==> src/rtl/fmul_pkg.sv <==
package fmul_pkg;
    localparam int EXP_W   = 8;
    localparam int FRAC_W  = 23;
    localparam int SIG_W   = FRAC_W + 1;
    localparam int PROD_W  = 2 * SIG_W;
    localparam int WORD_W  = 1 + EXP_W + FRAC_W;
    localparam int IEXP_W  = EXP_W + 2;
    localparam int BIAS    = (1 << (EXP_W - 1)) - 1;
    localparam int EXP_TOP = (1 << EXP_W) - 1;

    typedef struct packed {
        logic              sign;
        logic [EXP_W-1:0]  expo;
        logic [FRAC_W-1:0] frac;
    } fp_word_t;

    typedef struct packed {
        logic              sign;
        logic              is_zero;
        logic [EXP_W-1:0]  expo;
        logic [SIG_W-1:0]  sig;
    } fp_parts_t;

    typedef enum logic [1:0] {
        KIND_NORMAL,
        KIND_ZERO,
        KIND_OVER,
        KIND_UNDER
    } out_kind_t;

    function automatic fp_word_t make_special(input logic sgn, input logic as_inf);
        fp_word_t w;
        w.sign = sgn;
        w.expo = as_inf ? {EXP_W{1'b1}} : {EXP_W{1'b0}};
        w.frac = '0;
        return w;
    endfunction
endpackage

==> src/rtl/fmul_unpack.sv <==
module fmul_unpack
    import fmul_pkg::*;
(
    input  logic [WORD_W-1:0] word_in,
    output fp_parts_t         parts
);
    fp_word_t w;

    always_comb begin
        w             = fp_word_t'(word_in);
        parts.sign    = w.sign;
        parts.expo    = w.expo;
        parts.is_zero = (w.expo == '0) && (w.frac == '0);
        parts.sig     = {1'b1, w.frac};
    end
endmodule

==> src/rtl/fmul_sigmul.sv <==
module fmul_sigmul
    import fmul_pkg::*;
(
    input  logic [SIG_W-1:0]  sig_a,
    input  logic [SIG_W-1:0]  sig_b,
    output logic [PROD_W-1:0] prod
);
    logic [PROD_W-1:0] partial [SIG_W];

    for (genvar i = 0; i < SIG_W; i++) begin : g_pp
        assign partial[i] = sig_b[i] ? (PROD_W'(sig_a) << i) : '0;
    end

    always_comb begin
        prod = '0;
        for (int k = 0; k < SIG_W; k++) begin
            prod = prod + partial[k];
        end
    end
endmodule

==> src/rtl/fmul_normpack.sv <==
module fmul_normpack
    import fmul_pkg::*;
(
    input  logic              res_sign,
    input  logic              any_zero,
    input  logic [EXP_W-1:0]  expo_a,
    input  logic [EXP_W-1:0]  expo_b,
    input  logic [PROD_W-1:0] prod,
    output logic [WORD_W-1:0] word_out,
    output logic              ovf,
    output logic              unf
);
    logic signed [IEXP_W-1:0] exp_mid;
    logic signed [IEXP_W-1:0] exp_fin;
    logic                     top_set;
    logic [FRAC_W-1:0]        frac_sel;
    out_kind_t                kind;
    fp_word_t                 res;

    always_comb begin
        exp_mid  = $signed({2'b00, expo_a}) + $signed({2'b00, expo_b})
                 - $signed(IEXP_W'(BIAS));
        top_set  = prod[PROD_W-1];
        exp_fin  = exp_mid + (top_set ? $signed(IEXP_W'(1)) : $signed(IEXP_W'(0)));
        frac_sel = top_set ? prod[PROD_W-2 -: FRAC_W] : prod[PROD_W-3 -: FRAC_W];

        if (any_zero)
            kind = KIND_ZERO;
        else if (exp_fin >= $signed(IEXP_W'(EXP_TOP)))
            kind = KIND_OVER;
        else if (exp_fin <= $signed(IEXP_W'(0)))
            kind = KIND_UNDER;
        else
            kind = KIND_NORMAL;

        res = '0;
        case (kind)
            KIND_OVER:   res = make_special(res_sign, 1'b1);
            KIND_ZERO,
            KIND_UNDER:  res = make_special(res_sign, 1'b0);
            default: begin
                res.sign = res_sign;
                res.expo = exp_fin[EXP_W-1:0];
                res.frac = frac_sel;
            end
        endcase

        word_out = res;
        ovf      = (kind == KIND_OVER);
        unf      = (kind == KIND_UNDER);
    end
endmodule

==> src/rtl/spfp_mul.sv <==
module spfp_mul
    import fmul_pkg::*;
(
    input  logic [WORD_W-1:0] op_a,
    input  logic [WORD_W-1:0] op_b,
    output logic [WORD_W-1:0] product,
    output logic              ovf_flag,
    output logic              unf_flag
);
    localparam int N_OPS = 2;

    logic [WORD_W-1:0] ops [N_OPS];
    fp_parts_t         parts [N_OPS];
    logic [PROD_W-1:0] sig_prod;

    assign ops[0] = op_a;
    assign ops[1] = op_b;

    for (genvar j = 0; j < N_OPS; j++) begin : g_unpack
        fmul_unpack u_unpack (
            .word_in (ops[j]),
            .parts   (parts[j])
        );
    end

    fmul_sigmul u_sigmul (
        .sig_a (parts[0].sig),
        .sig_b (parts[1].sig),
        .prod  (sig_prod)
    );

    fmul_normpack u_normpack (
        .res_sign (parts[0].sign ^ parts[1].sign),
        .any_zero (parts[0].is_zero | parts[1].is_zero),
        .expo_a   (parts[0].expo),
        .expo_b   (parts[1].expo),
        .prod     (sig_prod),
        .word_out (product),
        .ovf      (ovf_flag),
        .unf      (unf_flag)
    );
endmodule

==> config.mk <==
export PLATFORM = sky130hd
export DESIGN_NAME = spfp_mul
export DESIGN_NICKNAME = d
export VERILOG_FILES = /design/src/rtl/fmul_pkg.sv /design/src/rtl/fmul_unpack.sv /design/src/rtl/fmul_sigmul.sv /design/src/rtl/fmul_normpack.sv /design/src/rtl/spfp_mul.sv
export SDC_FILE = /design/constraint.sdc
export NUM_CORES = 1
export LEC_CHECK = 0
export CAP_MARGIN = 20
export CORE_UTILIZATION = 50
export DETAILED_ROUTE_END_ITERATION = 6
export DONT_BUFFER_PORTS = 1
export GPL_TIMING_DRIVEN = 1
export MAX_ROUTING_LAYER = met4
export PLACE_DENSITY_LB_ADDON = 0.05
export SLEW_MARGIN = 30
export SYNTH_ARGS = -nofsm -noshare
export SYNTH_HDL_FRONTEND = slang
export SYNTH_SLANG_ARGS = --single-unit
==> constraint.sdc <==
create_clock -name vclk -period 14.8
set_input_delay 2.96 -clock vclk [all_inputs]
set_output_delay 2.96 -clock vclk [all_outputs]
set_load 0.02 [all_outputs]
# == Word-level counts from Yosys, hierarchy flattened ==
# Cells that the tools add are included.
# W data, S select, Z words.
# word_totals
register_bits,0
in_bits,64
out_inout_bits,34
wordCells,69
# op_classes
n_addsub,26
n_lt_le_gt_ge,2
eq_ne,3
mux,29
bitwise,2
n_reduce_logical,7
# op_table
op,count
$add A48 B48 Y48,11
$pmux W31 S2,1
$add A48 B36 Y48,1
$add A48 B37 Y48,1
$add A48 B38 Y48,1
$add A48 B39 Y48,1
$add A48 B40 Y48,1
$add A48 B41 Y48,1
$add A48 B42 Y48,1
$add A48 B43 Y48,1
$add A48 B44 Y48,1
$add A48 B45 Y48,1
$add A48 B46 Y48,1
$add A48 B47 Y48,1
$logic_not A23 Y1,2
$mux W46,1
$mux W45,1
$mux W44,1
$mux W43,1
$mux W42,1
$mux W41,1
$mux W40,1
$mux W39,1
$mux W38,1
29 further kinds,34

# == Depth between registers and ports, before layout ==
# Gate-level depths: netlist of the first run.
# depth
depth_word,33
depth_mapped,38

# == Cells and area by module ==
# From an unflattened synthesis of the first run, not the netlist that was laid out.
# hier_totals
hier_cells,2359
area_unflattened_um2,20608.5
# modules_own_cells
mod,instances,cells_each,area_each_um2,seq_area_each_um2
fmul_sigmul,1,2090,18416.4,0.0
fmul_normpack,1,177,1531.5,0.0
fmul_unpack,2,45,322.8,0.0
spfp_mul,1,2,15.0,0.0

# == Worst setup path after synthesis of the first run ==
# No wires, ideal clock.
# synth_path
kind,in2out
start,in op_b[9]
end,out product[10]
arrival_ps,11066
path_slack_ps,774
path_stages,36
cell_sequence,clkbuf_1 nand2_1 fa_1 inv_1 fa_1 inv_1 fa_1 inv_1 fa_1 fa_1 fa_1 inv_1 fa_1 inv_1 ha_1 a21o_1 o21bai_1 a21o_1 a2111oi_2 o211ai_1 a31oi_2 xor2_2 inv_2 clkbuf_1 ha_1 inv_1 ha_1 and2_1 nand2b_1 mux2_2 or4_4 a32oi_4 nand2b_1 buf_6 buf_8 a21oi_2
# synth_between
elab_chain_len,25
elab_cells_between_ends,32
# synth_lines
element,line,rtl
start: declaration,spfp_mul.sv:5,"input logic [WORD_W-1:0] op_b,"
$mux W33,fmul_sigmul.sv:11,assign partial[i] = sig_b[i] ? (PROD_W'(sig_a) << i) : '0;
$add A48 B48 Y48 (3 in a row),fmul_sigmul.sv:17,prod = prod + partial[k];
$add A48 B36 Y48,fmul_sigmul.sv:17,
$add A48 B37 Y48,fmul_sigmul.sv:17,
$add A48 B38 Y48,fmul_sigmul.sv:17,
$add A48 B39 Y48,fmul_sigmul.sv:17,
$add A48 B40 Y48,fmul_sigmul.sv:17,
$add A48 B41 Y48,fmul_sigmul.sv:17,
[7 not listed],--,
$add A10 B10 Y10,fmul_normpack.sv:24,exp_fin = exp_mid + (top_set ? $signed(IEXP_W'(1)) : $signed(IEXP_W'(0)));
$le A10 B1 Y1,fmul_normpack.sv:31,else if (exp_fin <= $signed(IEXP_W'(0)))
$mux W2,fmul_normpack.sv:31,
$mux W2,fmul_normpack.sv:29,else if (exp_fin >= $signed(IEXP_W'(EXP_TOP)))
$mux W2,fmul_normpack.sv:27,if (any_zero)
$eq A2 B2 Y1 or $eq A2 B1 Y1 (tied branches),fmul_normpack.sv:37,case (kind)
$reduce_or A2 Y1,fmul_normpack.sv:37,
$pmux W31 S2 *,fmul_normpack.sv:37,
end: declaration,spfp_mul.sv:6,"output logic [WORD_W-1:0] product,"
# Mark *: on every way between the ends. The rest lies on a longest branch, timed or not.

# == Final worst setup path of the first run ==
# layout_path
start,in op_a[4]
end,out product[7]
# layout_between
elab_chain_len,33
elab_cells_between_ends,62
# layout_lines
element,line,rtl
start: declaration,spfp_mul.sv:4,"input logic [WORD_W-1:0] op_a,"
$mux W24 or $mux W25 (tied branches),fmul_sigmul.sv:11,
$add A48 B48 Y48 (11 in a row),fmul_sigmul.sv:17,
$add A48 B36 Y48,fmul_sigmul.sv:17,
$add A48 B37 Y48,fmul_sigmul.sv:17,
$add A48 B38 Y48,fmul_sigmul.sv:17,
$add A48 B39 Y48,fmul_sigmul.sv:17,
$add A48 B40 Y48,fmul_sigmul.sv:17,
$add A48 B41 Y48,fmul_sigmul.sv:17,
[7 not listed],--,
$add A10 B10 Y10,fmul_normpack.sv:24,
$le A10 B1 Y1,fmul_normpack.sv:31,
$mux W2,fmul_normpack.sv:31,
$mux W2,fmul_normpack.sv:29,
$mux W2,fmul_normpack.sv:27,
$eq A2 B2 Y1 or $eq A2 B1 Y1 (tied branches),fmul_normpack.sv:37,
$reduce_or A2 Y1,fmul_normpack.sv:37,
$pmux W31 S2 *,fmul_normpack.sv:37,
# Marks and branches as above.

==> results.md, run 1 <==
* Status: complete, no violations
* Mapped Cells at 2,179
* Synth top area cells: fa_1 (51%), ha_1 (11%), inv_1 (10%)
* First-pass GRT wire length at 86.0 mm
* Slowest CP cell: fa_1
* Die width at 197 um
* Fmax at 71.1 MHz
* Top-count cell post-synth: inv_1
* Avg WL per Cell at 20.4 um
* Hold_sp: op_a[31]
* Mapped cell area at 0.0190 mm2
* Relative slew slack at 0.443
* Initial core utilization at 0.513
* Slew @ Worst Pin at 0.828 ns
* Post-CTS Setup Bufs at 0
* GR Overflow Total at 0
* Commonest cells in the netlist: inv_1 (523), fa_1 (486), nand2_1 (377)
* Yosys top cell area share at 0.513
* Sequential cells at 0
* Final period utilization at 0.951
* GPL Wtd Cong at 0.887
* Max-slew violations at 0
* Total GRT Usage at 0.299
* FP Rows at 70
* CP Max Fanout at 21
* IO Pins at 98
* Share of cells above drive strength 1 at 0.0248
* Design area at 0.0194 mm2
* Final setup viols at 0
* Yosys cell types at 69
* Seq/Total Area, Yosys at 0
* Worst min path class: in -> out
* Final antenna-violating net count at 0
* Worst path arrival time at 11.11 ns
* CP max stage delay at 0.52 ns
* Pre-antenna DRT Iters at 5
* Crit path required time at 11.84 ns
* Area occupied by multi-input gates at 0.0166 mm2
* Post-synth top area cell: fa_1
* Area delta synth->final at 2.10%
* Via density at 5.44
* Storage element area at 0 um2
* Largest net degree at the start of global routing at 26
* CTS resizes at 0
* RSZ-0062 raised after global routing: no
* Buffers on Ports at 0
* Vias at 14,200
* Syn Area/Cell at 8.71 um2
* WL final at 53.2 mm
* Initial drt markers at 808
* Final hold viol count at 0
* Vias in the first global route at 15,200
* Worst Setup End Kind: output port
* Fill count at 3,627
* Antenna violations before repair at 1
* Critical path startpoint: op_a[4]
* Hold_buf cts at 0
* Diodes inserted at 0
* Net count, final at 2,818
* Clock buffers at 0
* Full die area at 0.0387 mm2
* Maxcap violations at 0
* Synth Net Count at 2,895
* DRC at 0
* Kind of critical path: in -> out
* Die Y at 197 um
* Core ar. at 0.0370 mm2
* Fin crit period at 14.07 ns
* Placed cell area at 0.0194 mm2
* Setup TNS at 0 ns
* DP HPWL at 43.3 mm
* Yosys warning count at 0
* Critical path launch point type: input pin
logic make-up after synthesis:
group	share of synthesized area
AOI/OAI and AO/OA	0.0589
buffers and inverters	0.125
and+or+nand+nor	0.176
muxes	0.00218
adders and majority gates	0.622
xor gates and xnor gates	0.0152
worst max-delay path: cells and delay by family:
kind	cells	cell delay, ns
adders and majority gates	10	3.94
AOI/OAI and AO/OA	4	0.94
xor gates and xnor gates	2	0.34
and+or+nand+nor	9	1.92
buffers and inverters	9	0.97
metrics by stage:
stage	hold slack [ns]	cells	util	worst slack, ns
after floorplan	6.11	2179	-	0.774
after global placement	6.05	2604	0.524	0.874
after detailed placement	6.05	2604	0.524	0.765
after CTS	6.05	2604	0.524	0.738
after global routing	6.05	2604	0.524	0.274
final	6.05	2604	0.524	0.733
cells in the final DEF (no fill, tap or decap), drive strengths merged, types with 4 or more instances in the layout:
cell type  instances
o21a               7
a21o              14
a31oi              8
or3                5
a21oi             54
buf               24
o21bai             4
inv              524
nor2              46
o21ai             34
ha               166
and2             184
nor4              18
xor2              14
fa               486
o22ai              4
nand4              8
and4               7
nand2            377
nand3             17
nor2b              4
xnor2             18
nor3              14
nand2b             7
and3               7
a211oi             5
layout make-up:
type               count  area share
inverters            524       0.102
multi-input cells   1552       0.857
well taps            504      0.0325
repair buffers        24     0.00930
final timing paths:
path,to,depth (start not counted)
worst max-delay path,product[7],34
worst min-delay path,product[31],1
routing by layer:
layer | up-vias | GRT usage | wire, um
met5 | - | - | 0
met4 | 0 | 0.0749 | 1580
met3 | 64 | 0.0115 | 2000
met2 | 358 | 0.518 | 27600
met1 | 7454 | 0.388 | 22000
li1 | 6281 | - | -
Power of run 1 is left out: the tool's default activity adds up to more than one toggle a clock period on the data nets, which glitch-free logic cannot reach.
==> inputs of run 2 (changes only) <==
- CAP_MARGIN: 20 -> not set
- CORE_UTILIZATION: 50 -> 35
==> results.md, run 2 (synthesized netlist as in run 1, its figures left out) <==
* Status: complete, no violations
* Crit path required time at 11.84 ns (about the same)
* Maxcap violations at 0 (unchanged)
* FP Rows at 84 (+20%)
* Final period utilization at 0.961 (+0.0103)
* Placed insts at 2,791 (+7.2%)
* Final antenna-violating net count at 0 (unchanged)
* Net count, final at 2,821 (+0.11%)
* Die width at 235 um (+19%)
* DP HPWL at 48.3 mm (+12%)
* Storage element area at 0 um2 (unchanged)
* GPL Wtd Cong at 0.851 (-4.0%)
* Vias in the first global route at 15,600 (+2.5%)
* CP max stage delay at 0.56 ns (+0.04 ns)
* Die Y at 235 um (+19%)
* CP Max Fanout at 25 (+19%)
* Commonest cells after routing, fill and taps aside: inv_1 (523), fa_1 (486), nand2_1 (377), and2_1 (183), ha_1 (166)
* GR Overflow Total at 0 (unchanged)
* Final non-filler cell total at 2,795 (+7.3%)
* Post-CTS Setup Bufs at 0 (unchanged)
* Clock buffers at 0 (unchanged)
* Setup TNS at 0 ns (unchanged)
* Slowest CP cell: fa_1
* Initial drt markers at 494 (-39%)
* Final hold viol count at 0 (unchanged)
* Via density at 5.04 (-7.4%)
* Antenna violations before repair at 2 (+1)
* Avg WL per Cell at 21.4 um (+4.8%)
* Commonest non-fill, non-tap cell in the layout: inv_1
* Total GRT Usage at 0.231 (-0.0680)
* CTS resizes at 0 (unchanged)
* DRC at 0 (unchanged)
* Worst min path class: in -> out
* Buffers on Ports at 0 (unchanged)
* Sequential cells at 0 (unchanged)
* Slew @ Worst Pin at 0.783 ns (-0.0456 ns)
* M1 WL at 25.0 mm (+14%)
* Worst path arrival time at 11.26 ns (+0.15 ns)
* Area occupied by multi-input gates at 0.0166 mm2 (unchanged)
* Met2 routed WL at 30.9 mm (+12%)
* Worst Setup End Kind: output port
* Kind of critical path: in -> out
* Area delta synth->final at 3.55%
* Initial core utilization at 0.358 (-0.156)
* Met3 wire len at 1.98 mm (-0.75%)
* Critical path launch point type: input pin
* Pre-antenna DRT Iters at 4 (-1)
* Final setup viols at 0 (unchanged)
* Share of cells above drive strength 1 at 0.0262 (+0.00139)
* Max-slew violations at 0 (unchanged)
* Most frequent CP cell: fa_1
* Fmax at 70.3 MHz (-1.1%)
* Fin crit period at 14.22 ns (+0.152 ns)
* WL final at 59.8 mm (+12%)
* Relative slew slack at 0.474 (+0.0307)
* Largest net degree at the start of global routing at 26 (unchanged)
* Fill count at 5,586 (+54%)
* Max layer used: met4
* IO Pins at 98 (unchanged)
* First-pass GRT wire length at 93.9 mm (+9.1%)
* Core ar. at 0.0531 mm2 (+44%)
* RSZ-0062 raised after global routing: no
* Full die area at 0.0552 mm2 (+42%)
* Hold_buf cts at 0 (unchanged)
* Vias at 14,100 (-0.59%)
[run 2: cell types whose count changed in the layout (fill, tap and decap cells not counted), sizes merged]
cell   delta
diode     +4
buf       +3
[run 2: critical path, delay by kind of cell]
family                   cells  cell delay (ns)
adder cells (fa/ha/maj)     10             4.23
buffers and inverters        8             0.69
XOR/XNOR                     2             0.36
AO/OA/AOI/OAI                8             1.74
AND/OR/NAND/NOR              5             1.25
[run 2: metal layers]
metal | vias to the layer above | global-route usage
li1 | 6291 | -
met1 | 7460 | 0.289
met2 | 260 | 0.404
met3 | 62 | 0.0154
met4 | 0 | 0.0596
met5 | - | -
[run 2: area by class of cell]
type	count	share of cell area
timing repair buffer	27	0.0110
antenna	4	0.000509
multi-input combinational	1552	0.845
tap	688	0.0438
inverter	524	0.100
[run 2: metrics by stage]
step | utilization | setup slack (ns) | hold WS (ns) | cell area, um2
3_3_place_gp | 0.370 | 0.726 | 6.05 | 19600
6_report | 0.370 | 0.580 | 6.05 | 19700
4_1_cts | 0.370 | 0.563 | 6.05 | 19600
2_1_floorplan | - | 0.774 | 6.11 | 19000
3_5_place_dp | 0.370 | 0.590 | 6.05 | 19600
5_1_grt | 0.370 | 0.253 | 6.06 | 19600
[run 2: path summary, 6_finish.rpt]
kind	startpoint	to	slack, ns	cells past startpoint
worst min-delay path	op_a[31]	product[31]	6.05	1
worst max-delay path	op_b[9]	product[22]	0.58	33
Power of run 2 is left out for the same reason.
==> inputs of run 3 (changes only) <==
- CORE_MARGIN: not set -> 2
==> results.md, run 3 (synthesized netlist as in run 1, its figures left out) <==
* Status: complete, no violations
* Setup TNS at 0 ns (unchanged)
* Worst path arrival time at 11.14 ns (-0.12 ns)
* Maxcap violations at 0 (unchanged)
* Antenna violations before repair at 2 (unchanged)
* Final hold viol count at 0 (unchanged)
* Hold_buf cts at 0 (unchanged)
* Met1 usage in global routing at 0.284 (-0.00497)
* Area occupied by multi-input gates at 0.0166 mm2 (about the same)
* Hold_sp: op_a[31]
* Pre-antenna DRT Iters at 5 (+1)
* Met3 GRT Util at 0.0124 (-0.00303)
* Net count, final at 2,819 (-0.071%)
* Max-slew violations at 0 (unchanged)
* Total GRT Usage at 0.229 (-0.00203)
* Fmax at 70.9 MHz (+0.86%)
* CP Max Fanout at 25 (unchanged)
* Commonest cells after routing, fill and taps aside: inv_1 (523), fa_1 (486), nand2_1 (377), and2_1 (183), ha_1 (166)
* Final setup viols at 0 (unchanged)
* Avg WL per Cell at 21.5 um (+0.33%)
* Final period utilization at 0.953 (-0.00816)
* First-pass GRT wire length at 94.1 mm (+0.24%)
* Global-route met2 utilization at 0.410 (+0.00630)
* Initial drt markers at 592 (+20%)
* Sequential cells at 0 (unchanged)
* GPL Wtd Cong at 0.852 (about the same)
* Initial core utilization at 0.353 (-0.00421)
* Worst Setup End Kind: output port
* Full die area at 0.0561 mm2 (+1.7%)
* CTS resizes at 0 (unchanged)
* Critical path startpoint: op_b[9]
* Relative slew slack at 0.510 (+0.0359)
* FP Rows at 85 (+1.2%)
* Die Y at 237 um (+0.85%)
* DRC at 0 (unchanged)
* Slew @ Worst Pin at 0.730 ns (-0.0525 ns)
* Worst Hold Path Cells at 1 (unchanged)
* Worst min path class: in -> out
* Vias in the first global route at 15,600 (+0.077%)
* Global routing's busiest layer: met2
* Post-CTS Setup Bufs at 0 (unchanged)
* Vias at 13,900 (-1.1%)
* Hold Path End: product[31]
* Critical path launch point type: input pin
* Fill count at 5,608 (+0.39%)
* Fin crit period at 14.10 ns (-0.121 ns)
* Crit path required time at 11.84 ns (about the same)
* Clock buffers at 0 (unchanged)
* Largest net degree at the start of global routing at 26 (unchanged)
* Buffers on Ports at 0 (unchanged)
* Slowest CP cell: fa_1
* Share of cells above drive strength 1 at 0.0257 (-0.000451)
* Die width at 237 um (+0.85%)
* Storage element area at 0 um2 (unchanged)
* Via density at 4.97 (-1.2%)
* CP max stage delay at 0.55 ns (about the same)
* WL final at 60.1 mm (+0.47%)
* Core ar. at 0.0537 mm2 (+1.2%)
* Final antenna-violating net count at 0 (unchanged)
* Commonest non-fill, non-tap cell in the layout: inv_1
* GR Overflow Total at 0 (unchanged)
* Area delta synth->final at 3.45% (about the same)
* Most frequent CP cell: fa_1
* RSZ-0062 raised after global routing: no
* IO Pins at 98 (unchanged)
* Kind of critical path: in -> out
* DP HPWL at 48.7 mm (+0.82%)
[run 3: changes by cell type in the layout (fill, tap and decap cells not counted), sizes merged]
| cell | previous run | this run |
|---|---|---|
| diode | 4 | 2 |
| buf | 27 | 25 |
[run 3: routing by layer]
metal	wire length, um	vias to the layer above
met1	24900	7311
met5	0	-
met3	2030	58
li1	-	6289
met2	31600	260
met4	1590	0
[run 3: layout make-up]
cell class | instances | share of cell area
diodes | 2 | 0.000255
inverters | 524 | 0.100
multi-input cells | 1552 | 0.846
well taps | 696 | 0.0444
repair buffers | 25 | 0.00956
[run 3: worst max-delay path: cells and delay by family]
| kind | cells | cell delay (ns) |
|---|---|---|
| adder cells (fa/ha/maj) | 10 | 4.20 |
| AO/OA/AOI/OAI | 8 | 1.77 |
| AND/OR/NAND/NOR | 5 | 1.08 |
| buffers and inverters | 8 | 0.76 |
| XOR/XNOR | 2 | 0.35 |
[run 3: stage by stage]
| stage | util | setup slack (ns) | instances | hold WS [ns] | area, um2 |
|---|---|---|---|---|---|
| after floorplan | - | 0.774 | 2179 | 6.11 | 19000 |
| after global placement | 0.365 | 0.753 | 2797 | 6.05 | 19600 |
| after detailed placement | 0.365 | 0.683 | 2797 | 6.05 | 19600 |
| after CTS | 0.365 | 0.661 | 2797 | 6.05 | 19600 |
| after global routing | 0.366 | 0.270 | 2799 | 6.06 | 19600 |
| final | 0.366 | 0.701 | 2799 | 6.05 | 19600 |
[run 3: how the worst max path moves through the flow]
stage / to / slack, ns / cells past startpoint
CTS: product[22] / 0.66 / 33
detailed placement: product[22] / 0.68 / 33
global route: product[22] / 0.27 / 34
floorplan: product[10] / 0.77 / 36
global placement: product[7] / 0.75 / 33
finish: product[22] / 0.70 / 33
Power of run 3 is left out for the same reason.
